===== src/rtl/sdinit_pkg.sv =====
package sdinit_pkg;

    typedef enum logic [2:0] {
        CARD_NONE    = 3'd0,
        CARD_MMC     = 3'd1,
        CARD_SD1     = 3'd2,
        CARD_SD2     = 3'd3,
        CARD_SD2_BLK = 3'd4
    } card_e;

    typedef enum logic [3:0] {
        ST_IDLE,
        ST_PRIME,
        ST_RESET,
        ST_IFCOND,
        ST_V2_APP,
        ST_V2_OPC,
        ST_V2_OCR,
        ST_V1_APP0,
        ST_V1_OPC0,
        ST_V1_APP,
        ST_V1_OPC,
        ST_MMC_OPC,
        ST_BLKLEN,
        ST_READY,
        ST_FAILED
    } step_e;

    typedef struct packed {
        logic        issue;
        logic        dummy;
        logic [5:0]  idx;
        logic [31:0] arg;
        logic [7:0]  crc;
        logic        extra;
    } cmd_s;

    localparam logic [7:0]  CRC_PLAIN   = 8'h95;
    localparam logic [7:0]  CRC_IFCOND  = 8'h87;
    localparam logic [31:0] ARG_IFCOND  = 32'h0000_01AA;
    localparam logic [31:0] ARG_HCS     = 32'h4000_0000;
    localparam logic [7:0]  R1_IDLE     = 8'h01;
    localparam logic [7:0]  R1_IDLE_ILL = 8'h05;
    localparam int          OCR_CCS_BIT = 30;

    function automatic cmd_s step_cmd(step_e s, logic [31:0] blk_bytes);
        cmd_s c;
        c = '{issue: 1'b1, dummy: 1'b0, idx: 6'd0, arg: 32'd0,
              crc: CRC_PLAIN, extra: 1'b0};
        unique case (s)
            ST_PRIME:   c.dummy = 1'b1;
            ST_RESET:   c.idx = 6'd0;
            ST_IFCOND:  begin c.idx = 6'd8; c.arg = ARG_IFCOND;
                              c.crc = CRC_IFCOND; c.extra = 1'b1; end
            ST_V2_APP,
            ST_V1_APP0,
            ST_V1_APP:  c.idx = 6'd55;
            ST_V2_OPC:  begin c.idx = 6'd41; c.arg = ARG_HCS; end
            ST_V1_OPC0,
            ST_V1_OPC:  c.idx = 6'd41;
            ST_MMC_OPC: c.idx = 6'd1;
            ST_V2_OCR:  begin c.idx = 6'd58; c.extra = 1'b1; end
            ST_BLKLEN:  begin c.idx = 6'd16; c.arg = blk_bytes; end
            default:    c.issue = 1'b0;
        endcase
        return c;
    endfunction

endpackage


===== src/rtl/sdinit_cmdmap.sv =====
module sdinit_cmdmap
    import sdinit_pkg::*;
#(
    parameter int BLOCK_BYTES = 512
) (
    input  step_e step,
    output cmd_s  cmd
);
    localparam logic [31:0] BLK_ARG = 32'(BLOCK_BYTES);

    always_comb cmd = step_cmd(step, BLK_ARG);
endmodule


===== src/rtl/sdinit_retry.sv =====
module sdinit_retry #(
    parameter int MAX_TRIES = 5000
) (
    input  logic clk,
    input  logic rst,
    input  logic clear,
    input  logic bump,
    output logic expired
);
    localparam int CW = $clog2(MAX_TRIES + 1);
    localparam logic [CW-1:0] LAST = CW'(MAX_TRIES - 1);

    logic [CW-1:0] cnt_q;

    always_ff @(posedge clk) begin
        if (rst || clear)
            cnt_q <= '0;
        else if (bump && cnt_q != LAST)
            cnt_q <= cnt_q + 1'b1;
    end

    assign expired = bump && (cnt_q == LAST);
endmodule


===== src/rtl/sdinit_fsm.sv =====
module sdinit_fsm
    import sdinit_pkg::*;
#(
    parameter int PRIME_BYTES = 16
) (
    input  logic       clk,
    input  logic       rst,
    input  logic       start,
    input  logic       issue,
    input  logic       cmd_done,
    input  logic [7:0] rsp_r1,
    input  logic [31:0] rsp_extra,
    input  logic       expired,
    output step_e      step,
    output logic       go,
    output logic       loop_clear,
    output logic       loop_bump,
    output card_e      card
);
    localparam int PW = (PRIME_BYTES > 1) ? $clog2(PRIME_BYTES) : 1;
    localparam logic [PW-1:0] PRIME_LAST = PW'(PRIME_BYTES - 1);

    step_e         state_q, state_d;
    card_e         card_q, card_d;
    logic [PW-1:0] prime_q, prime_d;
    logic          wait_q;
    logic          ack, r1_zero, in_loop, opc_loop;

    assign ack      = cmd_done && wait_q;
    assign go       = issue && !wait_q;
    assign r1_zero  = (rsp_r1 == 8'h00);
    assign opc_loop = (state_q == ST_V2_OPC) || (state_q == ST_V1_OPC) ||
                      (state_q == ST_MMC_OPC);
    assign in_loop  = opc_loop || (state_q == ST_V2_APP) || (state_q == ST_V1_APP);
    assign loop_clear = !in_loop;
    assign loop_bump  = ack && opc_loop && !r1_zero;

    always_comb begin
        state_d = state_q;
        card_d  = card_q;
        prime_d = prime_q;
        if (ack) begin
            unique case (state_q)
                ST_PRIME: begin
                    prime_d = prime_q + 1'b1;
                    if (prime_q == PRIME_LAST) begin
                        state_d = ST_RESET;
                        prime_d = '0;
                    end
                end
                ST_RESET:   state_d = (rsp_r1 == R1_IDLE) ? ST_IFCOND : ST_FAILED;
                ST_IFCOND: begin
                    if (rsp_r1 == R1_IDLE)          state_d = ST_V2_APP;
                    else if (rsp_r1 == R1_IDLE_ILL) state_d = ST_V1_APP0;
                    else                            state_d = ST_FAILED;
                end
                ST_V2_APP:  state_d = ST_V2_OPC;
                ST_V2_OPC: begin
                    if (r1_zero)      state_d = ST_V2_OCR;
                    else if (expired) state_d = ST_FAILED;
                    else              state_d = ST_V2_APP;
                end
                ST_V2_OCR: begin
                    if (!r1_zero) state_d = ST_FAILED;
                    else begin
                        state_d = ST_BLKLEN;
                        card_d  = rsp_extra[OCR_CCS_BIT] ? CARD_SD2_BLK : CARD_SD2;
                    end
                end
                ST_V1_APP0: state_d = ST_V1_OPC0;
                ST_V1_OPC0: begin
                    if (r1_zero) begin
                        card_d = CARD_SD1; state_d = ST_BLKLEN;
                    end else if (rsp_r1 == R1_IDLE) begin
                        card_d = CARD_SD1; state_d = ST_V1_APP;
                    end else begin
                        card_d = CARD_MMC; state_d = ST_MMC_OPC;
                    end
                end
                ST_V1_APP:  state_d = ST_V1_OPC;
                ST_V1_OPC: begin
                    if (r1_zero)      state_d = ST_BLKLEN;
                    else if (expired) state_d = ST_FAILED;
                    else              state_d = ST_V1_APP;
                end
                ST_MMC_OPC: begin
                    if (r1_zero)      state_d = ST_BLKLEN;
                    else if (expired) state_d = ST_FAILED;
                end
                ST_BLKLEN:  state_d = r1_zero ? ST_READY : ST_FAILED;
                default:    state_d = state_q;
            endcase
        end
        if (state_d == ST_FAILED)
            card_d = CARD_NONE;
    end

    always_ff @(posedge clk) begin
        if (rst) begin
            state_q <= ST_IDLE;
            card_q  <= CARD_NONE;
            prime_q <= '0;
            wait_q  <= 1'b0;
        end else if (start) begin
            state_q <= ST_PRIME;
            card_q  <= CARD_NONE;
            prime_q <= '0;
            wait_q  <= 1'b0;
        end else begin
            state_q <= state_d;
            card_q  <= card_d;
            prime_q <= prime_d;
            if (go)       wait_q <= 1'b1;
            else if (ack) wait_q <= 1'b0;
        end
    end

    assign step = state_q;
    assign card = card_q;
endmodule


===== src/rtl/sdinit_seq.sv =====
module sdinit_seq
    import sdinit_pkg::*;
#(
    parameter int MAX_TRIES   = 5000,
    parameter int PRIME_BYTES = 16,
    parameter int BLOCK_BYTES = 512,
    parameter int MULT_W      = $clog2(BLOCK_BYTES + 1)
) (
    input  logic              clk,
    input  logic              rst,
    input  logic              start,
    output logic              cmd_go,
    output logic              cmd_dummy,
    output logic [5:0]        cmd_idx,
    output logic [31:0]       cmd_arg,
    output logic [7:0]        cmd_crc,
    output logic              cmd_extra_en,
    input  logic              cmd_done,
    input  logic [7:0]        rsp_r1,
    input  logic [31:0]       rsp_extra,
    output logic              busy,
    output logic              ready,
    output logic              spi_fast,
    output logic [2:0]        card_type,
    output logic [MULT_W-1:0] addr_mult
);
    step_e step;
    cmd_s  cmd;
    card_e card;
    logic  loop_clear, loop_bump, expired;

    sdinit_cmdmap #(.BLOCK_BYTES(BLOCK_BYTES)) map_i (
        .step (step),
        .cmd  (cmd)
    );

    sdinit_retry #(.MAX_TRIES(MAX_TRIES)) retry_i (
        .clk     (clk),
        .rst     (rst),
        .clear   (loop_clear),
        .bump    (loop_bump),
        .expired (expired)
    );

    sdinit_fsm #(.PRIME_BYTES(PRIME_BYTES)) fsm_i (
        .clk        (clk),
        .rst        (rst),
        .start      (start),
        .issue      (cmd.issue),
        .cmd_done   (cmd_done),
        .rsp_r1     (rsp_r1),
        .rsp_extra  (rsp_extra),
        .expired    (expired),
        .step       (step),
        .go         (cmd_go),
        .loop_clear (loop_clear),
        .loop_bump  (loop_bump),
        .card       (card)
    );

    assign cmd_dummy    = cmd.dummy;
    assign cmd_idx      = cmd.idx;
    assign cmd_arg      = cmd.arg;
    assign cmd_crc      = cmd.crc;
    assign cmd_extra_en = cmd.extra;

    assign ready     = (step == ST_READY);
    assign spi_fast  = ready;
    assign busy      = (step != ST_IDLE) && (step != ST_READY) && (step != ST_FAILED);
    assign card_type = card;
    assign addr_mult = (card == CARD_SD2_BLK) ? MULT_W'(1) : MULT_W'(BLOCK_BYTES);
endmodule


===== config.mk =====
export PLATFORM = sky130hd
export DESIGN_NAME = sdinit_seq
export DESIGN_NICKNAME = d
export VERILOG_FILES = /design/src/rtl/sdinit_pkg.sv /design/src/rtl/sdinit_cmdmap.sv /design/src/rtl/sdinit_retry.sv /design/src/rtl/sdinit_fsm.sv /design/src/rtl/sdinit_seq.sv
export SDC_FILE = /design/constraint.sdc
export NUM_CORES = 1
export LEC_CHECK = 0
export ABC_AREA = 1
export BUFFER_PORTS_ARGS = -buffer_cell sky130_fd_sc_hd__buf_2
export CAP_MARGIN = 15
export CORE_UTILIZATION = 48
export CTS_CLUSTER_SIZE = 16
export DETAILED_ROUTE_END_ITERATION = 12
export PLACE_DENSITY = 0.92
export RECOVER_POWER = 50
export SYNTH_ARGS = -nofsm -noshare
export SYNTH_HDL_FRONTEND = slang
export SYNTH_HIERARCHICAL = 1
export SYNTH_SLANG_ARGS = --single-unit

===== constraint.sdc =====
create_clock -name clk -period 3.1 [get_ports clk]
set_input_delay 0.31 -clock clk [delete_from_list [all_inputs] [get_ports clk]]
set_output_delay 0.31 -clock clk [all_outputs]
set_load 0.03 [all_outputs]

* Word level (Yosys, flattened, before mapping)
Cells that the tools add are included.
Operators by class: multiplexer cells 32, reductions and logical operators 28, order comparisons 0, div/mod/pow operators 0, eq/ne operators 23, shift operators 0, add/sub/neg operators 2, bitwise gates (word level) 0, multiply operators 0
Operator list (number):
- $pmux 31 s3 | 1
- $mux 4 | 12
- $pmux 4 s12 | 1
- $pmux 6 s6 | 1
- $eq 4x4->1 const B | 8
- $eq 4x3->1 const B | 4
- $add 13x1->13 const B | 1
- $eq 13x13->1 const B | 1
- $ne 13x13->1 const B | 1
- $mux 3 | 4
- $reduce_or 12->1 | 1
- $mux 10 | 1
- $reduce_or 3->1 | 3
- $eq 4x2->1 const B | 2
- $eq 8x1->1 const B | 1
- $eq 8x3->1 const B | 1
- $logic_and 1x1->1 | 8
- $logic_not 8->1 | 1
- $mux 2 | 4
- $ne 4x4->1 const B | 2
- $mux 1 | 6
- $pmux 3 s2 | 1
- $logic_or 1x1->1 | 5
- $mux 5 | 1
- 10 further kinds | 14
Word-level totals: word-level logic and storage cells 91, bits in latches 0, input port bits 44, register bits after elaboration 25, memories kept 0, memory bits (read-only) 0, bits in writable memories 0

* Longest topological paths before layout
Gate-level depths: netlist of run 1.
depth after elaboration 12, mapped depth 19, depth with buffers taken out 19

* By module
Netlist of run 1, hierarchy kept.
By module, submodules not included:
- sdinit_fsm | area each 1016.0 um2, instances 1, cells an instance 176
- sdinit_retry | area each 822.0 um2, instances 1, cells an instance 131
- sdinit_cmdmap | area each 475.5 um2, instances 1, cells an instance 76
- sdinit_seq | area each 143.9 um2, instances 1, cells an instance 26

* Worst setup path after synthesis of run 1
Ideal clock, no wire load.
path kind reg2reg, from reg fsm_i.state_q[0] (netlist: fsm_i/step[0]), to reg fsm_i.card_q[0] (netlist: fsm_i/card[0]), path buffers 0, setup time 0.117 ns, slack 0.731 ns, required time 2.983 ns, stages on the path, launching flop included 20, arrival 2.252 ns, path through dfxtp_1 > inv_2 > nor2_4 > inv_1 > nor2_1 > o21ai_0 > nor2_1 > inv_1 > nor2_1 > inv_1 > nand2_1 > nand3_1 > nand3_1 > nand2_1 > nand3_1 > nor2_1 > nor2_1 > nand3_2 > nand2_2 > nor2_1
Between the ends: word-level cells in the longest chain between the ends 12, elaborated cells on any way between the ends 32, classes of those cells eq/ne: 14; mux: 10; reduce/logical: 8
RTL lines:
- start, declared | RTL line sdinit_fsm.sv:23 | step_e state_q, state_d;
- start signal, assigned | RTL line sdinit_fsm.sv:110 | state_q <= state_d;
- $eq 4x3->1 or $eq 4x4->1 (tied branches) | RTL line sdinit_fsm.sv:32 | assign opc_loop = (state_q == ST_V2_OPC) || (state_q == ST_V1_OPC) ||
- $logic_or 1x1->1 | RTL line sdinit_fsm.sv:32
- $logic_or 1x1->1 * | RTL line sdinit_fsm.sv:32
- $logic_and 1x1->1 * (2 in a row) | RTL line sdinit_fsm.sv:36 | assign loop_bump = ack && opc_loop && !r1_zero;
- named net loop_bump | RTL line sdinit_seq.sv:30 | logic loop_clear, loop_bump, expired;
- $logic_and 1x1->1 * | RTL line sdinit_retry.sv:22 | assign expired = bump && (cnt_q == LAST);
- named net expired | RTL line sdinit_seq.sv:30
- $mux 4, or another cell as far along | RTL line sdinit_fsm.sv:88 | else if (expired) state_d = ST_FAILED;
- $mux 4, on equally long branches | RTL line sdinit_fsm.sv:87, sdinit_fsm.sv:59, sdinit_fsm.sv:82
- $pmux 4 s12 * | RTL line sdinit_fsm.sv:43 | unique case (state_q)
- $mux 4 * | RTL line sdinit_fsm.sv:42 | if (ack) begin
- $eq 4x4->1 * | RTL line sdinit_fsm.sv:94 | if (state_d == ST_FAILED)
- $reduce_or 3->1 (no source line) *
- end signal, assigned | RTL line sdinit_fsm.sv:111 | card_q <= card_d;
- end, declared | RTL line sdinit_fsm.sv:24 | card_e card_q, card_d;
The timed path passes the listed nets; every way through them passes the cells marked *. A chain may end at the register's enable or synchronous reset.

* Worst setup path after layout of run 1
from reg fsm_i.state_q[1] (netlist: fsm_i/step[1]), to reg fsm_i.card_q[0] (netlist: fsm_i/card[0])
The elaborated chain is that of the path after synthesis.

==> results_dict.tcl, run 1 <==
set metrics [dict create \
    status "finished clean" \
    synth_area_sq_um 2457 \
    worst_pin_slew_ns 0.4969 \
    io_pins 109 \
    grt_max_degree 16 \
    routedWlPerCell_microns 9.776 \
    max-clock-path-buffers 2 \
    rows 25 \
    leakagePower_uw 0.001185 \
    finalNonFillerCells 509 \
    required_ns 3.28 \
    syn_area_per_cell_sq_um 6.008 \
    die_x_microns 73.55 \
    cts.sinks 25 \
    cp-end-kind "flop" \
    critPathLaunchType "flop" \
    remaining_drc_errors 0 \
    worstPathArrival_ns 2.76 \
    postRouteAntennaNets 0 \
    grt.total_usage_pct 19.25 \
    synth-async-reset-ratio_pct 0 \
    overflow 0 \
    dp.cells 505 \
    ys_seq_area_share_pct 20.37 \
    cts_buffers 3 \
    p_comb_share_pct 20.4 \
    place.port_buffers 38 \
    start_util_pct 51.01 \
    core_area_sq_um 4817 \
    setup_viol_count_final 0 \
    wl_microns 4976 \
    synth_ff_type "dfxtp_1" \
    first_iter_violations 112 \
    diodes 0 \
    fin_crit_sh_pct 83.06 \
    finalNetCount 489 \
    drive_above_1_share_pct 15.84 \
    synth_cell_types 31 \
    crit_type "flop to flop" \
    syn-instance-count 409 \
    gp_congestion 0.9094 \
    rrSetupSlack_ns 0.53 \
    p_sw_uw 226.0 \
    sequentialPowerShare_pct 48.9 \
    peakVddDrop_uv 334.5 \
    syn_to_final_growth_pct 3.004 \
    die-height_microns 73.55 \
    yosysWarnings 6 \
    root_buffer "clkbuf_8" \
    hold_viol_final 0 \
    num_vias 2373 \
    hold_path_class "primary input to flop" \
    p_int_uw 438.3 \
    cap_violations 0 \
    synth-edff-count 0 \
    antenna_found_initial 0 \
    power.share.switching_pct 34.02 \
    ys_ff_latch 25 \
    place_area_sq_um 2525 \
    drt_first_pass_iters 4 \
    cts_resized 0 \
    power_frac_clock_pct 30.7 \
    hold_buffers 0 \
    worstSkewPairLatency_ns 0.28 \
    powerDensity_nw_per_um2 262.5 \
    fin_area_sq_um 2531 \
    final_core_utilization_pct 52.55 \
    min_period_ns 2.575 \
    skew_ns 0.005214 \
    cts.clk_slew.worst_paths_ns 0.09 \
    cts_setup_buffers 0 \
    whs_ns 0.2081 \
    cts_htree_levels 1 \
    vias_per_cell 4.662 \
    grt_pass1_vias 2046 \
    finalSetupTns_ns 0 \
    dieArea_sq_um 5410 \
    rsz0062_at_grt "no" \
    critPathMaxFanout 12 \
    fmax_ghz 0.3884 \
    cts_tree "built" \
    grt_pass1_wl_microns 8355 \
    relSlewSlack_pct 66.62 \
    slew_violations 0 \
    fill_cells 531 \
    place_hpwl_microns 4047 \
]
[power by group through the flow]
| stage | clock network, uW | registers [uW] | logic, uW |
|---|---|---|---|
| after detailed placement | 0 | 332 | 136 |
| after CTS | 207 | 325 | 136 |
| after global placement | 0 | 332 | 135 |
| after floorplan | 0 | 335 | 150 |
| final | 204 | 325 | 136 |
| after global routing | 215 | 325 | 148 |
[stage by stage]
stage                     total power [uW]  setup WS (ns)
after global placement               466.9         0.6869
after floorplan                      484.6         0.7311
after detailed placement             468.7         0.6370
after global routing                 688.2         0.2281
after CTS                            668.2         0.6168
final                                664.3         0.5252
[routing by layer]
metal  share of wire, %  global-route usage [%]  vias to the layer above
li1                   -                       -                     1249
met1                 43                   21.86                     1047
met2                 51                   36.80                       66
met3                4.8                   2.881                       11
met4                2.0                   5.342                        0
met5                  0                       0                        -
[registers in the layout, summed over array words and instances, names as in the netlist]
| register | cells |
|---|---|
| retry_i/cnt_q | 13 |
| fsm_i/prime_q | 4 |
| fsm_i/step | 4 |
| fsm_i/card | 3 |
| fsm_i/wait_q | 1 |
[path summary, 6_finish.rpt]
path,startpoint,to,depth (start not counted)
max,fsm_i/step[1],fsm_i/card[0],17
min,rst,fsm_i/step[0],2
max reg2reg,fsm_i/step[1],fsm_i/card[0],17
min reg2reg,fsm_i/prime_q[3],fsm_i/prime_q[3],1
[synth_stat cells (3+ instances only)]
cell      count  area [sq um]
xor2_1        5         43.79
nand3b_1      3         22.52
nand2_1     100         375.4
inv_1        41         153.9
conb_1        3         11.26
nor2_4        7         78.83
nor2_2       15         93.84
o21ai_0      11         55.05
nand2_2      10         62.56
nor2_1       63         236.5
inv_2        11         41.29
nor3_1        3         15.01
buf_4        46         345.3
dfxtp_1      25         500.5
a21oi_1      14         70.07
nand3_1      27         135.1
nand4_1       4         25.02
[placed cells by master, fill, tap and decap left out, drive strengths merged, types with 2 or more instances in the layout]
| master | synthesis | routed |
|---|---|---|
| nand2 | 112 | 112 |
| nor2 | 85 | 85 |
| inv | 52 | 52 |
| conb | 3 | 39 |
| nand3 | 31 | 31 |
| dfxtp | 25 | 25 |
| buf | 47 | 24 |
| clkbuf | 0 | 19 |
| a21oi | 15 | 15 |
| o21ai | 13 | 13 |
| xor2 | 5 | 5 |
| nor3 | 4 | 4 |
| nand4 | 4 | 4 |
| nand3b | 3 | 3 |
| o22ai | 2 | 2 |
| clkinv | 2 | 2 |
| ha | 2 | 2 |
[cell type report]
type	count	area [sq um]	share of cell area (%)
Timing Repair Buffer	40	185.2	7.316
Inverter	54	202.7	8.008
Sequential cell	25	500.5	19.77
Multi-Input combinational cell	319	1510	59.66
Tap cell	67	83.83	3.312
Clock inverter	1	7.507	0.2966
Clock buffer	3	41.29	1.631
[kinds of logic (layout without fill, tap and decap cells)]
| family | count (synthesis) | in the layout | synth area share [%] |
|---|---|---|---|
| compound gates | 33 | 33 | 7.281 |
| simple gates | 240 | 240 | 46.33 |
| fa+ha+maj | 2 | 2 | 1.018 |
| other cells | 3 | 39 | 0.4582 |
| xor+xnor | 5 | 5 | 1.782 |
| flops | 25 | 25 | 20.37 |
| buf+inv | 101 | 98 | 22.76 |
[critical path, stage by stage (launching register included)]
cell and delay, ns:
dfxtp_1 0.63, inv_1 0.28, nor2_1 0.24, o21ai_0 0.12
nor2_1 0.14, inv_1 0.05, nor2_1 0.15, inv_1 0.10
nand2_1 0.07, nand3_1 0.07, nand3_1 0.09, nand2_1 0.05
nand3_1 0.06, nor2_1 0.05, nor2_1 0.13, nand3_2 0.10
nand2_2 0.09, nor2_1 0.04
Power figures use the tool's default switching activity.
==> run 2, diff against run 1 <==
--- a/config.mk
+++ b/config.mk
@@ -5,13 +5,13 @@
 export SDC_FILE = /design/constraint.sdc
 export NUM_CORES = 1
 export LEC_CHECK = 0
-export ABC_AREA = 1
+export ABC_AREA = 0
 export BUFFER_PORTS_ARGS = -buffer_cell sky130_fd_sc_hd__buf_2
 export CAP_MARGIN = 15
-export CORE_UTILIZATION = 48
+export CORE_UTILIZATION = 43
 export CTS_CLUSTER_SIZE = 16
 export DETAILED_ROUTE_END_ITERATION = 12
-export PLACE_DENSITY = 0.92
+export PLACE_DENSITY = 0.89
 export RECOVER_POWER = 50
 export SYNTH_ARGS = -nofsm -noshare
 export SYNTH_HDL_FRONTEND = slang
==> constraint.sdc (replaced) <==
create_clock -name clk -period 2.26 [get_ports clk]
set_input_delay 0.226 -clock clk [delete_from_list [all_inputs] [get_ports clk]]
set_output_delay 0.226 -clock clk [all_outputs]
set_load 0.03 [all_outputs]
==> run 2 against run 1 <==
Net effect:
- the run now ends with negative setup slack left
- global-route usage shrank 0.33 points
- combinational power grew 48%
- power grew 37%
- count of clock-buffer cells in the layout is the same
- hold slack lost 0.026 ns
- register-to-register slack lost 0.61 ns
- sequential power grew 37%
- first-iteration DRC count grew 24%
- cell area grew 6.2%
- via count shrank 9.7%
- critical path type unchanged
- largest power group unchanged
==> results_dict.tcl, run 2 <==
set metrics [dict create \
    cts_htree_levels 1 \
    finalSetupTns_ns -0.2353 \
    place.port_buffers 38 \
    peakVddDrop_uv 200.7 \
    diodes 0 \
    top_usage_layer "met2" \
    critPathMaxFanout 3 \
    die-height_microns 75.07 \
    rows 26 \
    antenna_found_initial 0 \
    skew_ns 0.006694 \
    place_hpwl_microns 3928 \
    netlist.area_leader.share_pct 21.80 \
    hold_buffers 0 \
    ys_top_cells_by_area "dfxtp_1 22%, buf_4 15%, nor2_1 4.3%, nor3_1 3.1%, nand2_1 2.6%" \
    remaining_drc_errors 0 \
    first_iter_violations 139 \
    hold_viol_final 0 \
    die_x_microns 75.07 \
    drt_first_pass_iters 4 \
    yosysMostFrequentCell "buf_4" \
    io_pins 109 \
    max-clock-path-buffers 2 \
    layout_common_cells "39 x conb_1, 35 x buf_4, 26 x nor2_1" \
    critPathLaunchType "flop" \
    cts.clk_slew.worst_paths_ns 0.09 \
    fin_crit_sh_pct 103.8 \
    grt_use_met1_pct 22.40 \
    gr-usage-met3_pct 2.008 \
    violations "negative setup slack" \
    synth_area_sq_um 2296 \
    fmax_ghz 0.4263 \
    final_core_utilization_pct 52.31 \
    leakagePower_uw 0.001060 \
    syn_area_per_cell_sq_um 7.972 \
    grt_pass1_wl_microns 8307 \
    ys_seq_area_share_pct 21.80 \
    synth_cell_types 69 \
    slew_violations 0 \
    ys_ff_latch 25 \
    yosysWarnings 6 \
    synth_ff_type "dfxtp_1" \
    final_common_cell "conb_1" \
    synth_common_cells "45 x buf_4, 26 x nor2_1, 25 x dfxtp_1, 16 x nand2_1, 14 x nor3_1" \
    postRouteAntennaNets 0 \
    cap_violations 0 \
    vias_per_cell 5.186 \
    largest-register "retry_i/cnt_q" \
    grt_pass1_vias 1898 \
    routedWlPerCell_microns 13.05 \
    worstSkewPairLatency_ns 0.27 \
    status "complete, but fails checks" \
    dieArea_sq_um 5636 \
    min_period_ns 2.346 \
    hold_path_class "primary input to flop" \
    syn_to_final_growth_pct 17.11 \
    grt_max_degree 33 \
    dp.cells 408 \
    wl_microns 5390 \
    grt.total_usage_pct 18.92 \
    cts_buffers 3 \
    core_area_sq_um 5140 \
    rsz0062_at_grt "yes" \
    cts.sinks 25 \
    setup_viol_count_final 3 \
    root_buffer "clkbuf_8" \
    cp-end-kind "flop" \
    gp_congestion 0.9167 \
    crit_type "flop to flop" \
    finalNetCount 390 \
    finalNonFillerCells 413 \
    synth-edff-count 0 \
    grtUsageMet2_pct 35.04 \
    setup_ws_ns -0.08602 \
    worstPathArrival_ns 2.50 \
    synth-async-reset-ratio_pct 0 \
    cts_tree "built" \
    num_vias 2142 \
    powerDensity_nw_per_um2 338.4 \
    largest_reg_flops 13 \
    drive_above_1_share_pct 29.45 \
    yosys.area.top_type "dfxtp_1" \
    start_util_pct 44.67 \
    required_ns 2.42 \
    syn-instance-count 288 \
    overflow 0 \
]
==> run 2: repair_timing <==
item | CTS | global route
buffers inserted | 1 | 1
setup endpoints to repair | 3 | 4
hold endpoints to repair | 0 | 0
pin swaps | 2 | 3
resized for setup | 8 | 2
==> run 2: metrics by stage <==
stage / instance area, sq um / total power (uW) / setup slack [ns] / hold slack, ns
after global placement: 2601 / 648.0 / -0.1779 / 0.4494
final: 2689 / 910.0 / -0.08602 / 0.1819
after floorplan: 2496 / 661.6 / -0.1209 / 0.2910
after CTS: 2703 / 922.6 / -0.03742 / 0.1734
after detailed placement: 2601 / 651.2 / -0.2668 / 0.4663
after global routing: 2689 / 958.9 / -0.2141 / 0.1820
==> run 2: layout make-up <==
type	instances	area, sq um
Inverter	7	27.53
Multi-Input combinational cell	234	1588
Clock buffer	3	41.29
Sequential cell	25	505.5
Fill cell	490	2451
Timing Repair Buffer	73	431.7
Clock inverter	1	7.507
Tap cell	70	87.58
==> run 2: path summary, 6_finish.rpt <==
kind | start | endpoint | slack (ns) | depth (start not counted)
hold reg to reg | retry_i/cnt_q[1] | retry_i/cnt_q[1] | 0.50 | 2
setup reg to reg | fsm_i/step[1] | fsm_i/card[0] | -0.09 | 11
setup / recovery | fsm_i/step[1] | fsm_i/card[0] | -0.09 | 11
hold / removal | rst | fsm_i/step[0] | 0.18 | 2
==> run 2: logic make-up after synthesis <==
kind of cell | Yosys count | synth area share (%)
and+or+nand+nor | 124 | 33.73
buffers and inverters | 65 | 19.45
AOI/OAI and AO/OA | 53 | 17.06
DFF | 25 | 21.80
xor gates and xnor gates | 11 | 4.196
muxes | 5 | 2.180
other | 3 | 0.4904
adders and majority gates | 2 | 1.090
==> run 2: metal layers <==
layer  wire, microns  vias up
li1                -     1069
met1            2296      981
met2            2749       84
met3             274        8
met4              69        0
met5               0        -
==> run 2: critical path, cell delays in order, from the launching register on <==
cell and delay (ns):
dfxtp_2 0.34, nand2b_4 0.14, or2_4 0.24, a21oi_4 0.16, inv_2 0.07, nor4_4 0.32, o211ai_1 0.12, o211ai_1 0.21
a221o_1 0.21, a211oi_2 0.10, nor4_4 0.25, nor3_1 0.09
==> run 2: power by group <==
part           internal [uW]  switching [uW]  leakage [uW]
Combinational           47.2             153      0.000835
Clock                    125             140     0.0000217
Sequential               443            2.06      0.000203
Total                    615             295       0.00106
==> run 3, diff against run 2 <==
--- a/config.mk
+++ b/config.mk
@@ -9,6 +9,7 @@
 export BUFFER_PORTS_ARGS = -buffer_cell sky130_fd_sc_hd__buf_2
 export CAP_MARGIN = 15
 export CORE_UTILIZATION = 43
+export CTS_BUF_LIST = sky130_fd_sc_hd__clkbuf_16
 export CTS_CLUSTER_SIZE = 16
 export DETAILED_ROUTE_END_ITERATION = 12
 export PLACE_DENSITY = 0.89
==> run 3 against run 2 <==
Net effect:
- the run still ends with negative setup slack left
- largest cell class unchanged
- sequential share of layout area fell by 0.27 points
- non-clock buffer count did not move
- flip-flop and latch count did not move
- fmax fell by 0.47%
- first-iteration DRC count fell by 1.4%
- sequential power barely moved
- register-to-register slack barely moved
- cell count did not move
- wire length fell by 0.24%
- combinational power barely moved
- die area did not move
==> results_dict.tcl, run 3 (synthesis gave the netlist of run 2 again) <==
set metrics [dict create \
    status "complete, but fails checks" \
    violations "negative setup slack" \
    place_hpwl_microns 3928 \
    remaining_drc_errors 0 \
    vias_per_cell 5.242 \
    dieArea_sq_um 5636 \
    slew_violations 0 \
    overflow 0 \
    first_iter_violations 137 \
    gp_congestion 0.9167 \
    place_ws_ns -0.2668 \
    cts.clk_slew.worst_paths_ns 0.06 \
    setup_ws_ns -0.09710 \
    rows 26 \
    num_vias 2165 \
    diodes 0 \
    cts.sinks 25 \
    peakVddDrop_uv 299.0 \
    cts_buffers 3 \
    critPathMaxFanout 3 \
    hold_buffers 0 \
    crit_chain "nand2b_4 -> or2_4 -> a21oi_4 -> inv_2 -> nor4_4 -> o211ai_1 -> o211ai_1 -> a221o_1 -> a211oi_2 -> nor4_4 -> nor3_1" \
    die-height_microns 75.07 \
    cp-end-kind "flop" \
    fin_crit_sh_pct 104.3 \
    worstSkewPairLatency_ns 0.26 \
    postRouteAntennaNets 0 \
    crit_type "flop to flop" \
    io_pins 109 \
    routedWlPerCell_microns 13.02 \
    grt_pass1_wl_microns 8176 \
    critPathMaxStageDelay_ns 0.32 \
    cap_violations 0 \
    power_uw 1042 \
    drt_first_pass_iters 4 \
    hold_viol_final 0 \
    wl_microns 5377 \
    largest-register "retry_i/cnt_q" \
    min_period_ns 2.357 \
    required_ns 2.40 \
    max-clock-path-buffers 2 \
    die_x_microns 75.07 \
    critPathLaunchType "flop" \
    final_common_cell "conb_1" \
    fill_cells 488 \
    antenna_found_initial 0 \
    root_buffer "clkbuf_16" \
    syn_to_final_growth_pct 18.53 \
    powerDensity_nw_per_um2 382.9 \
    worstPathArrival_ns 2.50 \
    slowest_stage "dfxtp_2" \
    core_area_sq_um 5140 \
    largest_reg_flops 13 \
    setup_viol_count_final 3 \
    start_util_pct 44.67 \
    grt.total_usage_pct 18.71 \
    drive_above_1_share_pct 29.15 \
    hold_path_class "primary input to flop" \
    finalNetCount 390 \
    place.port_buffers 38 \
    layout_common_cells "39 x conb_1, 35 x buf_4, 26 x nor2_1" \
    skew_ns 0.005076 \
    grt_max_degree 33 \
    fmax_ghz 0.4243 \
    grt_pass1_vias 1885 \
    rsz0062_at_grt "yes" \
    cts_tree "built" \
    cts_htree_levels 1 \
    leakagePower_uw 0.001075 \
]
[run 3: cell types whose count changed in the layout (fill, tap and decap cells not counted)]
cell,change
clkbuf_8,-3
dfxtp_2,-1
clkbuf_16,+3
dfxtp_1,+1
[run 3: final timing paths]
kind | depth (start not counted) | start | end | slack (ns)
max | 11 | fsm_i/step[1] | fsm_i/card[0] | -0.1
min reg2reg | 2 | retry_i/cnt_q[1] | retry_i/cnt_q[1] | 0.49
max reg2reg | 11 | fsm_i/step[1] | fsm_i/card[0] | -0.1
min | 2 | rst | fsm_i/step[0] | 0.19
[run 3: routing by layer]
metal | track usage (%) | routed length (microns) | part of all wire [%] | vias to the layer above
met4 | 9.644 | 121 | 2.3 | 0
li1 | - | - | - | 1071
met1 | 21.96 | 2261 | 42 | 989
met5 | 0 | 0 | 0 | -
met2 | 33.83 | 2689 | 50 | 93
met3 | 1.606 | 304 | 5.7 | 12
[run 3: what timing repair did]
item / CTS / global route
setup endpoints to repair: 3 / 5
pin swaps: 3 / 2
cloned: 0 / 0
setup buffers: 1 / 1
resized for setup: 7 / 2
[run 3: area by class of cell]
cell class,count,area [sq um],share of cell area (%)
clock buffer,3,75.07,2.759
clock inverter,1,7.507,0.2759
inverter,7,27.53,1.011
multi-input combinational,234,1588,58.34
sequential,25,504.2,18.53
tap,70,87.58,3.218
timing repair buffer,73,431.7,15.86
[run 3: worst max-delay path: cells and delay by family (launching register included)]
| family | cells | cell delay, ns |
|---|---|---|
| compound gates | 5 | 0.81 |
| buf+inv | 1 | 0.07 |
| flops | 1 | 0.32 |
| simple gates | 5 | 1.05 |
[run 3: stage by stage]
stage	instance area (sq um)	TNS (ns)	util, %	cells	hold slack, ns
2_1_floorplan	2496	-0.4170	-	324	0.2910
4_1_cts	2735	-0.1059	53.21	413	0.1900
6_report	2721	-0.2672	52.95	413	0.1944
5_1_grt	2721	-0.6266	52.95	413	0.2007
3_5_place_dp	2601	-0.9142	50.61	408	0.4663
3_3_place_gp	2601	-0.6491	50.61	408	0.4494
[run 3: power breakdown]
part           switching, uW  total [uW]  internal (uW)
combinational            153         201           47.2
clock                    156         396            240
sequential              2.05         445            443
